`src/rtl/seq_pkg.sv`:
```
package seq_pkg;
  typedef enum logic [1:0] {
    CMD_OTHER_LO = 2'b00,
    CMD_SECTOR   = 2'b01,
    CMD_SUSPEND  = 2'b10,
    CMD_OTHER_HI = 2'b11
  } cmd_e;

  typedef enum logic [1:0] {
    ST_IDLE  = 2'b00,
    ST_OPEN  = 2'b01,
    ST_ERASE = 2'b10
  } state_e;
endpackage

```
`src/rtl/seq_rst_sync.sv`:
```
module seq_rst_sync (
  input  logic clk,
  input  logic rst_n,
  output logic rst_n_sync
);
  logic [1:0] sync_q;

  always_ff @(posedge clk or negedge rst_n) begin
    if (!rst_n) sync_q <= 2'b00;
    else        sync_q <= {sync_q[0], 1'b1};
  end

  assign rst_n_sync = sync_q[1];
endmodule

```
`src/rtl/seq_onehot.sv`:
```
module seq_onehot #(
  parameter int NUM_SECTORS = 8,
  localparam int IDX_W = (NUM_SECTORS > 1) ? $clog2(NUM_SECTORS) : 1
) (
  input  logic [IDX_W-1:0]       idx,
  output logic [NUM_SECTORS-1:0] onehot
);
  for (genvar g = 0; g < NUM_SECTORS; g++) begin : g_bit
    assign onehot[g] = (idx == IDX_W'(g));
  end

  // the decoded sector never selects more than one bit
  always_comb begin
    a_r2_onehot: assert ($onehot0(onehot));
  end
endmodule

```
`src/rtl/seq_window_timer.sv`:
```
module seq_window_timer #(
  parameter int CNT_W = 16
) (
  input  logic             clk,
  input  logic             rst_n,
  input  logic             load,
  input  logic             run,
  input  logic [CNT_W-1:0] len,
  output logic             expire
);
  logic [CNT_W-1:0] cnt_q, cnt_d;

  always_comb begin
    cnt_d = cnt_q;
    if (load) begin
      cnt_d = (len == '0) ? CNT_W'(1) : len;
    end else if (run && cnt_q != '0) begin
      cnt_d = cnt_q - CNT_W'(1);
    end
  end

  always_ff @(posedge clk or negedge rst_n) begin
    if (!rst_n)          cnt_q <= '0;
    else if (load | run) cnt_q <= cnt_d;
  end

  assign expire = (cnt_q <= CNT_W'(1));

  // a load always leaves a non-zero remaining window
  a_r4_load_nonzero: assert property (@(posedge clk) disable iff (!rst_n)
    load |=> !(cnt_q == '0));
endmodule

```
`src/rtl/sector_erase_queue.sv`:
```
module sector_erase_queue
  import seq_pkg::*;
#(
  parameter int NUM_SECTORS = 8,
  parameter int CNT_W = 16,
  localparam int IDX_W = (NUM_SECTORS > 1) ? $clog2(NUM_SECTORS) : 1
) (
  input  logic                   clk,
  input  logic                   rst_n,
  input  logic                   cmd_valid,
  input  logic [1:0]             cmd_code,
  input  logic [IDX_W-1:0]       sec_idx,
  input  logic [CNT_W-1:0]       win_len,
  input  logic                   eng_done,
  output logic [NUM_SECTORS-1:0] erase_map,
  output logic                   erase_start,
  output logic                   window_closed
);
  logic rst_ns;
  seq_rst_sync u_rst (.clk(clk), .rst_n(rst_n), .rst_n_sync(rst_ns));

  logic [NUM_SECTORS-1:0] sec_bit;
  seq_onehot #(.NUM_SECTORS(NUM_SECTORS)) u_dec (.idx(sec_idx), .onehot(sec_bit));

  state_e                 state_q, state_d;
  logic [NUM_SECTORS-1:0] map_q, map_d;
  logic                   start_q, start_d;
  logic                   tmr_load, tmr_run, tmr_expire;
  cmd_e                   code;
  logic                   is_sector, is_foreign;

  assign code       = cmd_e'(cmd_code);
  assign is_sector  = cmd_valid && (code == CMD_SECTOR);
  assign is_foreign = cmd_valid && (code != CMD_SECTOR) && (code != CMD_SUSPEND);

  seq_window_timer #(.CNT_W(CNT_W)) u_tmr (
    .clk(clk), .rst_n(rst_ns), .load(tmr_load), .run(tmr_run),
    .len(win_len), .expire(tmr_expire)
  );

  always_comb begin
    state_d  = state_q;
    map_d    = map_q;
    start_d  = 1'b0;
    tmr_load = 1'b0;
    tmr_run  = 1'b0;
    unique case (state_q)
      ST_IDLE: begin
        if (is_sector) begin
          map_d    = sec_bit;
          tmr_load = 1'b1;
          state_d  = ST_OPEN;
        end
      end
      ST_OPEN: begin
        tmr_run = 1'b1;
        if (is_foreign) begin
          map_d   = '0;
          state_d = ST_IDLE;
        end else if (is_sector) begin
          map_d    = map_q | sec_bit;
          tmr_load = 1'b1;
        end else if (tmr_expire) begin
          start_d = 1'b1;
          state_d = ST_ERASE;
        end
      end
      ST_ERASE: begin
        if (eng_done) begin
          map_d   = '0;
          state_d = ST_IDLE;
        end
      end
      default: begin
        map_d   = '0;
        state_d = ST_IDLE;
      end
    endcase
  end

  always_ff @(posedge clk or negedge rst_ns) begin
    if (!rst_ns) begin
      state_q <= ST_IDLE;
      map_q   <= '0;
      start_q <= 1'b0;
    end else begin
      state_q <= state_d;
      map_q   <= map_d;
      start_q <= start_d;
    end
  end

  assign erase_map     = map_q;
  assign erase_start   = start_q;
  assign window_closed = (state_q == ST_ERASE);

  // the start pulse lasts one cycle
  a_r5_start_pulse: assert property (@(posedge clk) disable iff (!rst_ns)
    erase_start |=> !erase_start);
  // the status bit is already high when the pulse appears
  a_r5_start_closed: assert property (@(posedge clk) disable iff (!rst_ns)
    erase_start |-> window_closed);
  // the bitmap stays frozen while the erase runs
  a_r8_map_hold: assert property (@(posedge clk) disable iff (!rst_ns)
    (window_closed && !eng_done) |=> (window_closed && $stable(erase_map)));
  // a foreign command during the window empties the queue
  a_r6_foreign_clear: assert property (@(posedge clk) disable iff (!rst_ns)
    (state_q == ST_OPEN && is_foreign) |=> (erase_map == '0 && !window_closed));
  // bits are only ever added while the window is open
  a_r3_accumulate: assert property (@(posedge clk) disable iff (!rst_ns)
    (state_q == ST_OPEN && is_sector) |=> ((erase_map & $past(erase_map)) == $past(erase_map)));
endmodule

```
`config.mk`:
```
export PLATFORM = sky130hd
export DESIGN_NAME = sector_erase_queue
export DESIGN_NICKNAME = d
export VERILOG_FILES = /design/src/rtl/seq_pkg.sv /design/src/rtl/seq_rst_sync.sv /design/src/rtl/seq_onehot.sv /design/src/rtl/seq_window_timer.sv /design/src/rtl/sector_erase_queue.sv
export SDC_FILE = /design/constraint.sdc
export NUM_CORES = 1
export LEC_CHECK = 0
export BUFFER_PORTS_ARGS = -buffer_cell sky130_fd_sc_hd__buf_2
export CORE_MARGIN = 2
export CORE_UTILIZATION = 23
export CTS_BUF_LIST = sky130_fd_sc_hd__clkbuf_16
export DETAILED_ROUTE_END_ITERATION = 10
export PLACE_DENSITY = 0.36
export SYNTH_ARGS = -nofsm -noshare
export SYNTH_HDL_FRONTEND = slang
export SYNTH_SLANG_ARGS = --single-unit
```
`constraint.sdc`:
```
create_clock -name clk -period 1.13 [get_ports clk]
set_input_delay 0.113 -clock clk [delete_from_list [all_inputs] [get_ports clk]]
set_output_delay 0.113 -clock clk [all_outputs]
set_load 0.02 [all_outputs]
```
==> impl_results.md, run 1 <==
* Max incr delay on CP at 470 ps
* Post-Syn Nets at 209
* Yosys warns at 0
* Avg Cell Area, Syn at 9.35 sq um
* Combinational share of power at 39.2%
* Setup CP Type: reg -> reg
* Most used cell, CP: or4b_4
* Max Clk Rate at 504 MHz
* Clk_skew at 2.52 ps
* Die area at 0.00806 sq mm
* Final #Nets at 328
* Drt pass-1 iters at 4
* Die width at 89.8 um
* Vias after detailed routing at 1,997
* Reported leakage power at 1.34 nW
* Clock slew at reported path FFs at 50 ps
* Leading register cell type out of synthesis: dfrtp_1
* Int Pwr at 2.88 mW
* Post-Synthesis Cells at 181
* Final worst-path cycle share at 176%
* Final ANT Viol Nets at 0
* Failing checks: setup timing
* Clk root buf: clkbuf_16
* Crit-path max FO at 6
* Post-synthesis sequential area ratio at 42.9%
* Worst EP arrival at 2140 ps
* Placed cell count at 369
* Die Y at 89.8 um
* RR Startpoint: u_tmr.cnt_q[0]$_DFFE_PN0P_
* Final wirelength at 6250 um
* Crit start category: flop
* DRC Markers at 0
* Core Region at 0.00718 sq mm
* Post-Syn Area at 0.00169 sq mm
* CP max-delay cell: or4b_4
* Commonest non-fill, non-tap cells in the layout: buf_4, buf_2, dfrtp_1, nor2_1, buf_6
* Final GP Congestion at 0.776
* First-pass GRT wire length at 10,100 um
* Clock power share at 29.9%
* Antenna violations before repair at 0
* Hold crit path type: in -> reg
* Worst R2R End: u_tmr.cnt_q[6]$_DFFE_PN0P_
* Largest net degree at the start of global routing at 28
* Drt first-iter violations at 66
* Seq cells post-synth at 29
* Total CTS buffers at 5
* H-tree depth at 2
* Pre-CTS setup slack at -894 ps
* Element type at the critical path end: flop
* CTS sink cnt at 29
* Reg-to-reg setup timing slack at -860 ps
* Crit path cell chain: inv_2 > ha_4 > or4b_4 > nor4_4 > buf_4 > or4b_4 > nand3_2
* Critical path required time at 1280 ps
* Worst skew pair latency at 280 ps
* Overflow after GRT at 0
* Pwr per Cell Area at 1380 mW/mm^2
* Sequential fraction of design power at 30.9%
* PortBufs at 34
* Via density at 4.99
* Total Routing Usage GR at 15.3%
* Switch Pwr at 1.37 mW
* Worst vdd ir at 0.650 mV
* Starting Density at 23.6%
* Final Slew Violations at 0
* Post-detail-place hpwl at 4410 um
* Fraction of registers with async set/reset at 100%
* Post-synth EDFFs at 0
* Vias in the first global route at 2,051
* Crit path to: u_tmr.cnt_q[6]$_DFFE_PN0P_
* # IOs at 35
* Post-Layout Cell Count at 400
* Status: finished with violations
* Area growth, synth to finish at 81.8%
* Final min period at 1990 ps
* Crit. Startpoint: u_tmr.cnt_q[0]$_DFFE_PN0P_
* Yosys cell types at 41
* # Max-Cap Violations at 0
* WL/cell at 15.6 um
* Sw Share at 32.2%
* TritonCTS clock tree: yes
* Num rows at 31
* Layout cells sized above 1 at 56.5%
* Setup-failing EPs final at 28
* Hold Vio Cnt, Final at 0
* N_diodes at 0
* RSZ-0062 raised after global routing: true
* Setup slack after layout at -856 ps
* Max Root-Sink Buffers at 2
* R2R depth at 7
* Commonest non-fill, non-tap cell in the layout: buf_4
## layer usage
| layer | track usage, % | vias to the layer above | share of wire (%) |
|---|---|---|---|
| met5 | 0 | - | 0 |
| met4 | 3.46 | 0 | 1.0 |
| met3 | 3.19 | 6 | 4.0 |
| met2 | 27.6 | 52 | 52 |
| met1 | 18.9 | 983 | 43 |
| li1 | - | 956 | - |
## power groups by stage
stage | registers (mW) | clock network, mW | logic (mW)
finish | 1.31 | 1.27 | 1.66
global route | 1.34 | 1.33 | 1.79
CTS | 1.31 | 1.30 | 1.47
detailed placement | 1.32 | 0 | 1.24
global placement | 1.31 | 0 | 1.23
floorplan | 1.44 | 0 | 0.451
## cells in the mapped netlist (all sizes together), types with 4 or more instances
cell type,instances,share of area [%]
o211ai,5,2.2
or4,10,4.7
nand4b,4,2.1
or3,7,2.7
dfrtp,29,43
nor4,10,4.1
nor3,8,2.4
nand3,11,3.3
o31ai,4,1.8
nand2,7,1.6
nor2b,4,1.5
a31oi,9,3.3
clkbuf,7,1.6
o21ai,5,1.5
a22o,6,3.1
nor2,17,3.8
## worst min path at each step
stage / from / depth (start not counted) / to
floorplan: rst_n / 0 / u_rst.sync_q[0]$_DFF_PN0_
global placement: rst_n / 1 / u_rst.sync_q[1]$_DFF_PN0_
detailed placement: rst_n / 1 / u_rst.sync_q[0]$_DFF_PN0_
CTS: win_len[9] / 3 / u_tmr.cnt_q[9]$_DFFE_PN0P_
global route: win_len[9] / 3 / u_tmr.cnt_q[9]$_DFFE_PN0P_
finish: win_len[5] / 3 / u_tmr.cnt_q[5]$_DFFE_PN0P_
## cell type report
class	count	area (sq um)
Clock inverter	3	12.5
Tap cell	99	124
Sequential cell	29	727
Timing Repair Buffer	121	878
Clock buffer	5	125
Multi-Input combinational cell	140	1200
Fill cell	703	4100
Inverter	3	11.3
## per-stage QoR
stage / util, % / hold WS [ps] / total power [mW] / cell area [sq um] / TNS [ps]
global placement: 34.8 / -101 / 2.54 / 2490 / -16840
detailed placement: 34.8 / -99.9 / 2.56 / 2490 / -17670
floorplan: - / -183 / 1.89 / 1760 / -13370
global route: 42.9 / 138 / 4.45 / 3080 / -19170
finish: 42.9 / 112 / 4.24 / 3080 / -17420
CTS: 40.6 / 106 / 4.08 / 2910 / -17170
## registers in the layout, indices dropped and copies added, names as in the netlist
signal and flops:
erase_map 8, erase_start 1, state_q 2, u_rst.sync_q 2, u_tmr.cnt_q 16
## critical path, delay by kind of cell, from the launching register on
kind	cells	cell delay, ps
adder cells (fa/ha/maj)	1	140
buffers and inverters	2	320
flip-flops	1	400
AND/OR/NAND/NOR	4	1010
## logic make-up (layout without fill, tap and decap cells)
logic type	count (synthesis)	after routing	share of synthesized area, %
flip-flops	29	29	42.9
AND/OR/NAND/NOR	94	94	33.9
AO/OA/AOI/OAI	42	42	18.0
adder cells (fa/ha/maj)	3	3	2.22
buffers and inverters	12	132	2.81
other	1	1	0.222
## what timing repair did
item                                    CTS  global route
hold buffers                              1             0
cloned                                    1             0
buffers inserted                         11            12
resized for setup                        42            16
pin swaps                                27            28
endpoints found under the hold margin     2             0
endpoints found under the setup margin   28            28
No activity file was read; power rests on OpenSTA's default activity.
==> inputs of run 2 (changes only) <==
PLACE_DENSITY = 0.5   (was 0.36)
SYNTH_HIERARCHICAL = 1   (was default)
==> impl_results.md, run 2 <==
* Via density at 4.82 (-3.5%)
* RSZ-0062 raised after global routing: true
* Crit. Startpoint: u_tmr/cnt_q[0]$_DFFE_PN0P_
* Final min period at 1760 ps (-225 ps)
* Total Routing Usage GR at 13.4% (-2.0 points)
* Hold crit path type: in -> reg
* Post-synthesis sequential area ratio at 41.9% (-0.99 points)
* Die width at 90.8 um (+1.1%)
* Die area at 0.00824 sq mm (+2.3%)
* Starting Density at 23.8% (+0.17 points)
* Top cells by area, synth: dfrtp_1, a22o_1, nand2_1, nor2_1, nor4_1
* WL/cell at 14.6 um (-6.3%)
* TritonCTS clock tree: yes
* Most frequent cell after synthesis: dfrtp_1
* Pwr per Cell Area at 1490 mW/mm^2 (+8.2%)
* CTS sink cnt at 29 (unchanged)
* Drt pass-1 iters at 4 (unchanged)
* Leading register cell type out of synthesis: dfrtp_1
* Failing checks: setup timing
* Area leader, netlist: dfrtp_1
* Final worst-path cycle share at 156% (-20 points)
* Largest net degree at the start of global routing at 21 (-25%)
* Total power draw at 4.52 mW (+6.5%)
* Crit start category: flop
* Seq cells post-synth at 29 (unchanged)
* Vias in the first global route at 1,746 (-15%)
* Worst skew pair latency at 280 ps (about the same)
* N_diodes at 0 (unchanged)
* DRC Markers at 0 (unchanged)
* Core Region at 0.00729 sq mm (+1.6%)
* Commonest non-fill, non-tap cell in the layout: buf_4
* Pre-CTS setup slack at -661 ps (+233 ps)
* # Max-Cap Violations at 0 (unchanged)
* Max incr delay on CP at 500 ps (+30 ps)
* Crit path cell chain: inv_2 > ha_4 > or4b_4 > nor3_4 > o21ai_1 > mux2_4
* Fraction of registers with async set/reset at 100% (unchanged)
* H-tree depth at 2 (unchanged)
* Final #Nets at 308 (-6.1%)
* Xor/xnor share of the synthesized area at 0.505% (+0.51 points)
* Vias after detailed routing at 1,835 (-8.1%)
* Post-Syn Area at 0.00173 sq mm (+2.4%)
* Worst path bufs/invs at 1 (-1)
* Post-Synthesis Cells at 172 (-5.0%)
* CP max-delay cell: or4b_4
* Setup TNS at -12,330 ps (+5080 ps)
* Post-detail-place hpwl at 4010 um (-9.1%)
* Setup CP Type: reg -> reg
* Num rows at 31 (unchanged)
* Beginning of the worst hold path: win_len[6]
* Critical path required time at 1290 ps (about the same)
* Total CTS buffers at 5 (unchanged)
* Largest Register: u_tmr/cnt_q
* Worst vdd ir at 0.764 mV (+18%)
* Reported leakage power at 1.34 nW (about the same)
* Relative slew margins at 64.8%
* Overflow after GRT at 0 (unchanged)
* Commonest cells in the netlist: dfrtp_1, nand2_1, nor2_1
* Setup-failing EPs final at 28 (unchanged)
* Final GP Congestion at 0.813 (+4.8%)
* Final Slew Violations at 0 (unchanged)
* Clk root buf: clkbuf_16
* Max Root-Sink Buffers at 2 (unchanged)
* Drt first-iter violations at 72 (+9.1%)
* Mux cell area share after synthesis at 1.23% (+1.2 points)
* Element type at the critical path end: flop
* Compound-cell area share of the yosys netlist at 19.9% (+1.8 points)
* Clock slew at reported path FFs at 50 ps (about the same)
* Commonest non-fill, non-tap cells in the layout: buf_4, buf_2, dfrtp_1, nand2_1
* RR Startpoint: u_tmr/cnt_q[0]$_DFFE_PN0P_
* Final ANT Viol Nets at 0 (unchanged)
* Die Y at 90.8 um (+1.1%)
* Main combinational cell family by area after synthesis: simple AND/OR/NAND/NOR gates
* Post-synth EDFFs at 0 (unchanged)
* Synth top area share at 41.9% (-0.99 points)
* Worst EP arrival at 1920 ps (-220 ps)
* Hold Vio Cnt, Final at 0 (unchanged)
* # IOs at 35 (unchanged)
* Max FFs per register at 16 (unchanged)
* Crit path max-delay family: simple AND/OR/NAND/NOR gates
* Crit-path max FO at 4 (-2)
* Status: finished with violations
* Yosys warns at 6 (+6)
* Simple-Gate Fraction of Synth Area at 32.2% (-1.6 points)
* Worst Max-Slew Pin Slew at 523 ps
* Post-Syn Nets at 199 (-4.8%)
* Max Clk Rate at 568 MHz (+13%)
* First-pass GRT wire length at 8740 um (-13%)
* Final wirelength at 5580 um (-11%)
* Setup slack after layout at -631 ps (+225 ps)
* Yosys cell types at 56 (+37%)
* PortBufs at 34 (unchanged)
* Antenna violations before repair at 0 (unchanged)
* Post-Synth Adder-Cell Area at 1.44% (-0.77 points)
* Area growth, synth to finish at 74.9%
* Clk_skew at 3.04 ps (+0.528 ps)
* Layout cells sized above 1 at 59.6% (+3.1 points)
* Avg Cell Area, Syn at 10.1 sq um (+7.7%)
## run 2: changes by cell type after synthesis, moves of 3 or more
cell,change
nor2_1,-7
a31oi_1,-5
clkbuf_1,-5
nand2_1,+5
nand3_1,-5
or3_1,-5
or4_1,-5
nand4b_1,-4
and3b_2,+3
nor3b_1,+3
nor4_1,-3
## run 2: area by class of cell
cell class / instances / area, sq um
Inverter: 6 / 23.8
Fill cell: 729 / 4260
Multi-Input combinational cell: 133 / 1220
Timing Repair Buffer: 106 / 762
Sequential cell: 29 / 731
Clock inverter: 3 / 41.3
Clock buffer: 5 / 125
Tap cell: 99 / 124
## run 2: per-stage QoR
stage          hold slack (ps)  instances  util [%]  instance area [sq um]
2_1_floorplan             -183        172         -                   1800
3_3_place_gp              -100        359      34.4                   2510
3_5_place_dp             -98.6        359      34.4                   2510
4_1_cts                   64.8        373      38.9                   2840
5_1_grt                   90.7        381      41.6                   3030
6_report                  63.5        381      41.6                   3030
## run 2: path summary, 6_finish.rpt
check | to | slack, ps | cells past startpoint
max in group asynchronous | u_tmr/cnt_q[6]$_DFFE_PN0P_ | 650 | 1
worst max register to register | u_tmr/cnt_q[7]$_DFFE_PN0P_ | -630 | 6
worst min-delay path | u_tmr/cnt_q[6]$_DFFE_PN0P_ | 60 | 3
worst max-delay path | u_tmr/cnt_q[7]$_DFFE_PN0P_ | -630 | 6
worst min register to register | erase_map[1]$_DFFE_PN0P_ | 160 | 1
min in group asynchronous | u_rst/sync_q[1]$_DFF_PN0_ | 150 | 2
## run 2: per-layer routing
layer  global-route usage (%)  up-vias  wire length, um
li1                         -      897                -
met1                     18.2      905             2610
met2                     20.8       27             2750
met3                     2.50        6              117
met4                     5.43        0               97
met5                        0        -                0
## run 2: tightest hold or removal path, delay by kind of cell
| kind | cells | cell delay, ps |
|---|---|---|
| AND/OR/NAND/NOR | 2 | 110 |
| buffers and inverters | 1 | 90 |
## run 2: power breakdown
part	leakage, nW	switching [mW]	internal (mW)
combinational	0.903	0.678	0.815
sequential	0.355	0.272	1.22
clock	0.0775	0.505	1.03
total	1.34	1.46	3.06
## run 2: repair_timing
| item | in CTS | in global routing |
|---|---|---|
| gates resized for setup | 27 | 25 |
| setup endpoints to repair | 28 | 28 |
| buffers inserted | 5 | 8 |
| pin swaps | 12 | 14 |
| hold endpoints to repair | 2 | 0 |
| hold buffers | 1 | 0 |
## run 2: kinds of logic after synthesis
logic type | Yosys count
AOI/OAI and AO/OA | 44
xor gates and xnor gates | 1
adders and majority gates | 2
buffers and inverters | 10
DFF | 29
muxes | 2
other | 1
and+or+nand+nor | 83
==> inputs of run 3 (changes only) <==
SYNTH_HIERARCHICAL = default   (was 1)
==> impl_results.md, run 3 (synthesis results as in run 1) <==
* Largest Register: u_tmr.cnt_q
* Final wirelength at 5550 um (-0.39%)
* Crit-path max FO at 5 (+1)
* Setup-failing EPs final at 28 (unchanged)
* Crit. Startpoint: u_tmr.cnt_q[3]$_DFFE_PN0P_
* N_diodes at 0 (unchanged)
* Element type at the critical path end: flop
* Post-route design area at 0.00301 sq mm (-0.54%)
* CTS sink cnt at 29 (unchanged)
* Final ANT Viol Nets at 0 (unchanged)
* Layout cells sized above 1 at 55.4% (-4.2 points)
* Worst vdd ir at 0.721 mV (-5.6%)
* Worst EP arrival at 2190 ps (+270 ps)
* Clk root buf: clkbuf_16
* Hold Vio Cnt, Final at 0 (unchanged)
* Num rows at 31 (unchanged)
* Via density at 4.80 (-0.42%)
* Drt pass-1 iters at 4 (unchanged)
* Core Util, Final at 42.0% (+0.45 points)
* Reg-to-reg setup timing slack at -870 ps (-240 ps)
* Drt first-iter violations at 105 (+46%)
* Vias in the first global route at 1,906 (+9.2%)
* Fillers at 702 (-3.7%)
* Clock slew at reported path FFs at 50 ps (about the same)
* Max FFs per register at 16 (unchanged)
* Final Slew Violations at 0 (unchanged)
* Sequential fraction of design power at 32.1% (-0.9 points)
* Reported leakage power at 1.28 nW (-4.0%)
* Crit path to: u_tmr.cnt_q[8]$_DFFE_PN0P_
* Worst skew pair latency at 270 ps (about the same)
* H-tree depth at 2 (unchanged)
* CP max-delay cell: or4_4
* Worst path bufs/invs at 0 (-1)
* Int Pwr at 2.82 mW (-7.9%)
* Die Y at 89.8 um (-1.1%)
* Max Root-Sink Buffers at 2 (unchanged)
* Final min period at 2000 ps (+242 ps)
* Antenna violations before repair at 0 (unchanged)
* Post-detail-place hpwl at 4040 um (+0.88%)
* Most used cell, CP: or4_4
* Total power draw at 4.12 mW (-8.7%)
* Pre-CTS setup slack at -899 ps (-238 ps)
* Failing checks: setup timing
* Max incr delay on CP at 530 ps (+30 ps)
* Crit start category: flop
* Crit path max-delay family: simple AND/OR/NAND/NOR gates
* DRC Markers at 0 (unchanged)
* Area growth, synth to finish at 78.0%
* Final #Nets at 325 (+5.5%)
* Overflow after GRT at 0 (unchanged)
* Die area at 0.00806 sq mm (-2.2%)
* Placed cell area at 0.00255 sq mm (+1.8%)
* Crit path cell chain: or4_4 > or4_4 > or3_1 > a31oi_1
* Total Routing Usage GR at 13.7% (+0.32 points)
* Placed cell count at 377 (+5.0%)
* Largest net degree at the start of global routing at 28 (+33%)
* Total CTS buffers at 5 (unchanged)
* RR Startpoint: u_tmr.cnt_q[3]$_DFFE_PN0P_
* Final GP Congestion at 0.866 (+6.6%)
* Critical path required time at 1320 ps (+30 ps)
* WL/cell at 14.0 um (-4.4%)
* WP depth at 4 (-2)
* R2R depth at 4 (-2)
* TritonCTS clock tree: yes
* Switch Pwr at 1.31 mW (-10%)
* # IOs at 35 (unchanged)
* Worst R2R End: u_tmr.cnt_q[8]$_DFFE_PN0P_
* Commonest non-fill, non-tap cell in the layout: buf_4
* Setup CP Type: reg -> reg
* Vias after detailed routing at 1,904 (+3.8%)
* Final worst-path cycle share at 177% (+21 points)
* Clk_skew at 1.93 ps (-1.12 ps)
* Hold crit path type: in -> reg
* Combinational share of power at 36.8% (+3.8 points)
* # Max-Cap Violations at 0 (unchanged)
* Starting Density at 23.6% (-0.17 points)
* First-pass GRT wire length at 9090 um (+3.9%)
* Commonest non-fill, non-tap cells in the layout: buf_4, buf_2, dfrtp_1, nor2_1, buf_6
* Post-Layout Cell Count at 397 (+4.2%)
* Core Region at 0.00718 sq mm (-1.6%)
* Sw Share at 31.7% (-0.57 points)
* Die width at 89.8 um (-1.1%)
* RSZ-0062 raised after global routing: true
* Clock power share at 31.2% (-2.8 points)
* PortBufs at 34 (unchanged)
* Setup slack after layout at -872 ps (-242 ps)
* Pwr per Cell Area at 1370 mW/mm^2 (-8.2%)
* Status: finished with violations
* Max Clk Rate at 499 MHz (-12%)
## run 3: through the flow
| stage | setup TNS, ps | hold WS (ps) |
|---|---|---|
| after detailed placement | -16450 | -101 |
| after floorplan | -13370 | -183 |
| after global routing | -18500 | 158 |
| after global placement | -16020 | -103 |
| final | -16460 | 145 |
| after CTS | -15910 | 142 |
## run 3: layer usage
layer	track usage [%]	vias to the layer above	wire [um]
met5	0	-	0
met4	2.69	0	47
met2	24.4	36	2750
met1	17.4	915	2550
li1	-	948	-
met3	2.51	5	204
## run 3: repair_timing
action | CTS | global route
setup buffers | 7 | 9
hold buffers | 1 | 0
endpoints found under the setup margin | 28 | 28
hold endpoints to repair | 2 | 0
pin swaps | 27 | 15
cloned | 0 | 0
gates resized for setup | 33 | 21
## run 3: cell type report
class	instances	area (sq um)	area share (%)
Clock buffer	5	125	4.15
Clock inverter	3	17.5	0.581
Inverter	3	11.3	0.374
Multi-Input combinational cell	140	1140	38.0
Sequential cell	29	728	24.2
Tap cell	99	124	4.11
Timing Repair Buffer	118	863	28.6
## run 3: how the worst min path moves through the flow
stage	from	endpoint	slack, ps	cells after the start
floorplan	rst_n	u_rst.sync_q[0]$_DFF_PN0_	-180	0
global placement	rst_n	u_rst.sync_q[0]$_DFF_PN0_	-100	1
CTS	sec_idx[1]	erase_map[7]$_DFFE_PN0P_	140	2
detailed placement	rst_n	u_rst.sync_q[0]$_DFF_PN0_	-100	1
finish	sec_idx[1]	erase_map[7]$_DFFE_PN0P_	140	2
global route	sec_idx[1]	erase_map[7]$_DFFE_PN0P_	160	2
## run 3: power groups by stage
stage	clock network [mW]	logic [mW]	registers (mW)
2_1_floorplan	0	0.451	1.44
3_3_place_gp	0	1.19	1.31
3_5_place_dp	0	1.21	1.32
4_1_cts	1.30	1.40	1.32
5_1_grt	1.35	1.66	1.34
6_report	1.28	1.52	1.32
## run 3: worst register-to-register path: cells and delay by family, from the launching register on
kind	cells	cell delay [ps]
and+or+nand+nor	3	1370
AOI/OAI and AO/OA	1	170
DFF	1	370
